[config.mk]
export PLATFORM = sky130hd
export DESIGN_NAME = aux_pwm_shadow
export DESIGN_NICKNAME = d
export VERILOG_FILES = /design/src/rtl/apwm_pkg.sv /design/src/rtl/apwm_regfile.sv /design/src/rtl/apwm_counter.sv /design/src/rtl/apwm_output.sv /design/src/rtl/aux_pwm_shadow.sv
export SDC_FILE = /design/constraint.sdc
export NUM_CORES = 1
export LEC_CHECK = 0
export ABC_CLOCK_PERIOD_IN_PS = 16200
export BUFFER_PORTS_ARGS = -buffer_cell sky130_fd_sc_hd__buf_2
export CAP_MARGIN = 20
export CORE_AREA = 5 5 137 139
export DETAILED_ROUTE_END_ITERATION = 6
export DIE_AREA = 0 0 142 144
export PLACE_DENSITY = 0.83
export SLEW_MARGIN = 20
export SYNTH_ARGS = -nofsm -noshare
export SYNTH_HDL_FRONTEND = slang
export SYNTH_HIERARCHICAL = 1
export SYNTH_SLANG_ARGS = --single-unit
[constraint.sdc]
create_clock -name clk_i -period 16.2 [get_ports clk_i]
set_clock_uncertainty 0.2 [all_clocks]
set_input_delay 0.81 -clock clk_i [delete_from_list [all_inputs] [get_ports clk_i]]
set_output_delay 0.81 -clock clk_i [all_outputs]
set_load 0.02 [all_outputs]
[src/rtl/apwm_pkg.sv]
package apwm_pkg;

    localparam int unsigned OFF_PRD_ACT = 'h08;
    localparam int unsigned OFF_CMP_ACT = 'h0C;
    localparam int unsigned OFF_PRD_BUF = 'h10;
    localparam int unsigned OFF_CMP_BUF = 'h14;
    localparam int unsigned OFF_CTRL    = 'h2A;

    localparam int unsigned CTRL_W        = 16;
    localparam int unsigned CTRL_POL_BIT  = 10;
    localparam int unsigned CTRL_MODE_BIT = 9;
    localparam int unsigned CTRL_SYNC_HI  = 7;
    localparam int unsigned CTRL_SYNC_LO  = 6;
    localparam int unsigned CTRL_RUN_BIT  = 4;

    typedef struct packed {
        logic       pol_low;
        logic       mode_en;
        logic [1:0] sync_sel;
        logic       run;
    } ctrl_t;

endpackage

[src/rtl/apwm_regfile.sv]
module apwm_regfile
    import apwm_pkg::*;
#(
    parameter int unsigned CNT_W  = 32,
    parameter int unsigned DATA_W = 32,
    parameter int unsigned ADDR_W = 6
) (
    input  logic              clk_i,
    input  logic              rst_ni,
    input  logic              wr_i,
    input  logic [ADDR_W-1:0] addr_i,
    input  logic [DATA_W-1:0] wdata_i,
    input  logic              wrap_i,
    output logic [DATA_W-1:0] rdata_o,
    output ctrl_t             ctrl_o,
    output logic [CNT_W-1:0]  prd_act_o,
    output logic [CNT_W-1:0]  cmp_act_o,
    output logic              pend_o
);

    localparam logic [ADDR_W-1:0] A_PRD_ACT = ADDR_W'(OFF_PRD_ACT);
    localparam logic [ADDR_W-1:0] A_CMP_ACT = ADDR_W'(OFF_CMP_ACT);
    localparam logic [ADDR_W-1:0] A_PRD_BUF = ADDR_W'(OFF_PRD_BUF);
    localparam logic [ADDR_W-1:0] A_CMP_BUF = ADDR_W'(OFF_CMP_BUF);
    localparam logic [ADDR_W-1:0] A_CTRL    = ADDR_W'(OFF_CTRL);

    typedef struct packed {
        ctrl_t            ctrl;
        logic [CNT_W-1:0] prd_act;
        logic [CNT_W-1:0] cmp_act;
        logic [CNT_W-1:0] prd_buf;
        logic [CNT_W-1:0] cmp_buf;
        logic             pend;
    } regs_t;

    regs_t regs_d, regs_q;
    logic [CTRL_W-1:0] ctrl_rd;

    always_comb begin
        regs_d = regs_q;
        // Copy of the buffered set at a period boundary
        if (wrap_i && regs_q.pend) begin
            regs_d.prd_act = regs_q.prd_buf;
            regs_d.cmp_act = regs_q.cmp_buf;
            regs_d.pend    = 1'b0;
        end
        if (wr_i) begin
            case (addr_i)
                A_PRD_ACT: if (!regs_q.ctrl.run) regs_d.prd_act = wdata_i[CNT_W-1:0];
                A_CMP_ACT: if (!regs_q.ctrl.run) regs_d.cmp_act = wdata_i[CNT_W-1:0];
                A_PRD_BUF: begin
                    regs_d.prd_buf = wdata_i[CNT_W-1:0];
                    regs_d.pend    = 1'b1;
                end
                A_CMP_BUF: begin
                    regs_d.cmp_buf = wdata_i[CNT_W-1:0];
                    regs_d.pend    = 1'b1;
                end
                A_CTRL: begin
                    regs_d.ctrl.pol_low  = wdata_i[CTRL_POL_BIT];
                    regs_d.ctrl.mode_en  = wdata_i[CTRL_MODE_BIT];
                    regs_d.ctrl.sync_sel = wdata_i[CTRL_SYNC_HI:CTRL_SYNC_LO];
                    regs_d.ctrl.run      = wdata_i[CTRL_RUN_BIT];
                end
                default: ;
            endcase
        end
    end

    always_ff @(posedge clk_i or negedge rst_ni) begin
        if (!rst_ni) regs_q <= '0;
        else         regs_q <= regs_d;
    end

    always_comb begin
        ctrl_rd                             = '0;
        ctrl_rd[CTRL_POL_BIT]               = regs_q.ctrl.pol_low;
        ctrl_rd[CTRL_MODE_BIT]              = regs_q.ctrl.mode_en;
        ctrl_rd[CTRL_SYNC_HI:CTRL_SYNC_LO]  = regs_q.ctrl.sync_sel;
        ctrl_rd[CTRL_RUN_BIT]               = regs_q.ctrl.run;
    end

    always_comb begin
        case (addr_i)
            A_PRD_ACT: rdata_o = DATA_W'(regs_q.prd_act);
            A_CMP_ACT: rdata_o = DATA_W'(regs_q.cmp_act);
            A_PRD_BUF: rdata_o = DATA_W'(regs_q.prd_buf);
            A_CMP_BUF: rdata_o = DATA_W'(regs_q.cmp_buf);
            A_CTRL:    rdata_o = DATA_W'(ctrl_rd);
            default:   rdata_o = '0;
        endcase
    end

    assign ctrl_o    = regs_q.ctrl;
    assign prd_act_o = regs_q.prd_act;
    assign cmp_act_o = regs_q.cmp_act;
    assign pend_o    = regs_q.pend;

endmodule

[src/rtl/apwm_counter.sv]
module apwm_counter #(
    parameter int unsigned CNT_W = 32
) (
    input  logic             clk_i,
    input  logic             rst_ni,
    input  logic             run_i,
    input  logic [CNT_W-1:0] prd_i,
    output logic [CNT_W-1:0] cnt_o,
    output logic             wrap_o
);

    typedef struct packed {
        logic [CNT_W-1:0] cnt;
    } cstate_t;

    cstate_t cs_d, cs_q;
    logic    at_last;

    always_comb begin
        // Period 0 and 1 both behave as a one-cycle period
        at_last = (prd_i <= CNT_W'(1)) || (cs_q.cnt >= (prd_i - CNT_W'(1)));
        wrap_o  = run_i && at_last;
        cs_d    = cs_q;
        if (!run_i)       cs_d.cnt = '0;
        else if (at_last) cs_d.cnt = '0;
        else              cs_d.cnt = cs_q.cnt + CNT_W'(1);
    end

    always_ff @(posedge clk_i or negedge rst_ni) begin
        if (!rst_ni) cs_q <= '0;
        else         cs_q <= cs_d;
    end

    assign cnt_o = cs_q.cnt;

endmodule

[src/rtl/apwm_output.sv]
module apwm_output #(
    parameter int unsigned CNT_W = 32
) (
    input  logic             clk_i,
    input  logic             rst_ni,
    input  logic [CNT_W-1:0] cnt_i,
    input  logic [CNT_W-1:0] cmp_i,
    input  logic             pol_low_i,
    input  logic             mode_en_i,
    output logic             pwm_o
);

    typedef struct packed {
        logic level;
    } ostate_t;

    ostate_t os_d, os_q;
    logic    below;

    always_comb begin
        below = (cnt_i < cmp_i);
        os_d  = os_q;
        if (mode_en_i) os_d.level = below ^ pol_low_i;
        else           os_d.level = 1'b0;
    end

    always_ff @(posedge clk_i or negedge rst_ni) begin
        if (!rst_ni) os_q <= '0;
        else         os_q <= os_d;
    end

    assign pwm_o = os_q.level;

endmodule

[src/rtl/aux_pwm_shadow.sv]
module aux_pwm_shadow
    import apwm_pkg::*;
#(
    parameter int unsigned CNT_W  = 32,
    parameter int unsigned DATA_W = 32,
    parameter int unsigned ADDR_W = 6
) (
    input  logic              clk_i,
    input  logic              rst_ni,
    input  logic              bus_wr_i,
    input  logic [ADDR_W-1:0] bus_addr_i,
    input  logic [DATA_W-1:0] bus_wdata_i,
    output logic [DATA_W-1:0] bus_rdata_o,
    output logic              pwm_o
);

    ctrl_t            ctrl;
    logic [CNT_W-1:0] prd_act;
    logic [CNT_W-1:0] cmp_act;
    logic [CNT_W-1:0] cnt;
    logic             wrap;
    logic             pend;
    logic             run_en;
    logic             mode_en;

    assign run_en  = ctrl.run;
    assign mode_en = ctrl.mode_en;

    apwm_regfile #(
        .CNT_W (CNT_W),
        .DATA_W(DATA_W),
        .ADDR_W(ADDR_W)
    ) u_regs (
        .clk_i    (clk_i),
        .rst_ni   (rst_ni),
        .wr_i     (bus_wr_i),
        .addr_i   (bus_addr_i),
        .wdata_i  (bus_wdata_i),
        .wrap_i   (wrap),
        .rdata_o  (bus_rdata_o),
        .ctrl_o   (ctrl),
        .prd_act_o(prd_act),
        .cmp_act_o(cmp_act),
        .pend_o   (pend)
    );

    apwm_counter #(
        .CNT_W(CNT_W)
    ) u_cnt (
        .clk_i (clk_i),
        .rst_ni(rst_ni),
        .run_i (run_en),
        .prd_i (prd_act),
        .cnt_o (cnt),
        .wrap_o(wrap)
    );

    apwm_output #(
        .CNT_W(CNT_W)
    ) u_out (
        .clk_i    (clk_i),
        .rst_ni   (rst_ni),
        .cnt_i    (cnt),
        .cmp_i    (cmp_act),
        .pol_low_i(ctrl.pol_low),
        .mode_en_i(mode_en),
        .pwm_o    (pwm_o)
    );

endmodule

==> results.txt <==
For this run, the slowest stage of the critical path takes between 600 and 700 ps. Among the stages of the critical path, the cell type that occurs most often is sky130_fd_sc_hd__mux2_2. The ratio of total power to cell area is 111 nW/um^2. The number of nets produced by synthesis came out at about 1,100. The number of cells on the worst reg-to-reg path is 17. In this run the horizontal extent of the chip is 142 um.

The post-placement cell area is approximately 11,000 sq um. The endpoint identified for the worst register-to-register timing path is u_regs/prd_act_o[20]. The routability congestion estimate from global placement came out at 0.947. In the layout the commonest cells are sky130_fd_sc_hd__mux2_2 (171), sky130_fd_sc_hd__dfrtp_1 (167), sky130_fd_sc_hd__buf_2 (72), sky130_fd_sc_hd__ha_1 (66), sky130_fd_sc_hd__nor2_1 (58). Cells with a size suffix above 1 make up 33.1% of the layout. The slowest cell on the critical path is sky130_fd_sc_hd__nor4_1. The commonest non-fill, non-tap cell in the layout is sky130_fd_sc_hd__mux2_2. The number of vias per cell after detailed routing came out at ~6.3.

In this run the static leakage power is roughly 0.0056 uW. The critical setup path kind is reg -> reg. In the final routed layout, each cell accounts on average for 21.2 um. The latest clock arrival within the worst-skew pair came out at 430 ps.

The floorplan row count came out at 49. The maximum net fanout on the critical path is 64. The count of port buffers added during placement came out at between 70 and 80. The clock tree synthesis step divided the H-tree into 4 levels. During synthesis, Yosys emitted a total of 6 warnings. The buffer depth of the longest clock path came out at 2. In this run, post-CTS hold repair placed 0 buffers. The flow ran to the end, and the final reports show no timing, DRC or antenna violations.

The total buffers and inverters traversed by the critical path is 2. The overall power of the completed layout is 1290 uW. The fill cell total of the finished layout is about 1,300. The data arrival time of the critical path came out at slightly above 6000 ps. Global routing used a little over a quarter of the available tracks. Setup violations remaining at the end of the flow were counted as 0. The area added between synthesis and finish came out at 5.67%. The placeable core region came out at 17,500 sq um. The cell sitting at the root of the clock tree is a sky130_fd_sc_hd__clkbuf_16.

The critical path capture point type is a flip-flop. The clock edge transition at the registers on the reported setup and hold paths came out at 70 ps. The critical path goes through or4_4 -> or3_4 -> nor4_1 -> inv_1 -> or3_1 -> xor2_1 -> ha_1 -> and2_0 -> a221o_1 -> a221oi_1 -> o211a_1 -> nand2_1 -> o21a_1 -> nand2_2 -> buf_4 -> mux2_2 -> mux2_2. The clock net sink count came out at between 150 and 200. The area of the multi-input gates is about 6000 sq um.

The smallest clock period supported by the final layout is computed as approximately 6000 ps. The final worst-path cycle share came out at 37.3%. The number of detailed-routing iterations run before antenna repair came out at 5. Hold is met by 246 ps. Setup repair after global routing left no endpoint under its margin. After clock tree synthesis, the setup repair step added 0 buffers. The tightest min-delay check is of the in -> async type. The number of vias in the routed layout came out at 7,747. The internal reg-to-reg setup slack came out at 10,160 ps. IR analysis of the VDD net gives a maximum drop of 0.0000810 V. The total congestion overflow is 0. Once layout is done, the placed cells without fillers occupy 11,600 sq um. The total standard cell area after synthesis is 11,000 sq um. After detailed routing, the total wire length is between 20 and 30 mm. The per-instance average area after synthesis came out at around 11 sq um. For this configuration, the core starts out at a cell density of 62.6%. The height of the chip is 144 um.

STA puts the critical path data required time at 16,310 ps. The first global-routing pass estimated 42.2 mm of wire. The worst setup path is launched from a flip-flop.

Synthesis produced 997 cells. Derived from the worst setup path, the maximum achievable clock frequency is 166 MHz. The number of gates resized after CTS came out at 0.

The overall die area is 20,400 sq um. Entering global routing, the biggest net connects 100 pins. The count of endpoints failing hold in the final timing report is 0. The iteration-0 DRC count of the detailed router came out at 573.

The sequential cell area came out at about 4200 sq um. The tightest slew margin relative to the limit came out at 38.2%. The tool flagged a number of max-cap violations equal to 0. The sum of net half-perimeters after detailed placement came out at about 18 mm. The category of cells accounting for the largest share of critical-path delay is simple AND/OR/NAND/NOR gates.

The CTS tree is built. In this run the critical register-to-register path is launched from u_regs/prd_act_o[11]. The number of pins with negative max-slew slack in the final report came out at 0. The number of nets at the end of the flow is 1,098.

The via count of the first global-routing pass came out at 7,758. The post-detailed-route count of antenna-violating nets is 0. Pin placement for this block handled 74 I/O pins. The total negative slack came out at 0 ps. The number of antenna violations at the first check in global routing came out at 1. The CTS buffer count is 17.

The DRC violations left is 0. The pin slew with the least headroom to its limit came out at about 930 ps.
-- where the power goes --
part	internal [uW]	switching (uW)	leakage, uW
registers	477	72.0	0.00224
logic	168	171	0.00311
clock network	232	169	0.000279
-- sequential cells by signal (all words and copies together), names as in the netlist --
register and count:
u_regs/prd_act_o 32, u_cnt/cnt_o 32, u_out/pwm_o 1, u_regs/ctrl_o 5
u_regs/cmp_act_o 32, u_regs/regs_q 64, u_regs/pend_o 1
-- cell type report --
cell class | count | area share [%]
Antenna cell | 1 | 0.0216
Clock buffer | 22 | 3.92
Clock inverter | 10 | 1.01
Inverter | 41 | 1.33
Multi-Input combinational cell | 679 | 51.2
Sequential cell | 167 | 36.0
Tap cell | 229 | 2.47
Timing Repair Buffer | 85 | 3.98
-- through the flow --
step | worst slack (ps) | instances | utilization (%)
floorplan | 10830 | 997 | -
global placement | 10430 | 1201 | 62.8
detailed placement | 10290 | 1201 | 62.8
CTS | 10270 | 1233 | 66.1
global route | 9920 | 1234 | 66.1
finish | 10160 | 1234 | 66.1
-- per-layer routing --
layer	GRT usage (%)	routed length, um	vias up
met5	0	0	-
met2	41.9	12200	330
met3	4.89	1860	52
li1	-	-	3515
met1	36.8	11500	3850
met4	8.64	635	0
-- worst max-delay path by stage --
stage	depth (start not counted)	from	endpoint	slack (ps)
2_1_floorplan	18	u_regs/prd_act_o[12]	u_regs/cmp_act_o[10]	10830
3_3_place_gp	17	u_regs/prd_act_o[11]	u_regs/prd_act_o[25]	10430
3_5_place_dp	17	u_regs/prd_act_o[11]	u_regs/cmp_act_o[9]	10290
4_1_cts	17	u_regs/prd_act_o[11]	u_regs/cmp_act_o[9]	10270
5_1_grt	17	u_regs/prd_act_o[11]	u_regs/cmp_act_o[3]	9920
6_report	17	u_regs/prd_act_o[11]	u_regs/prd_act_o[20]	10160
(Power assumes the default switching activity.)
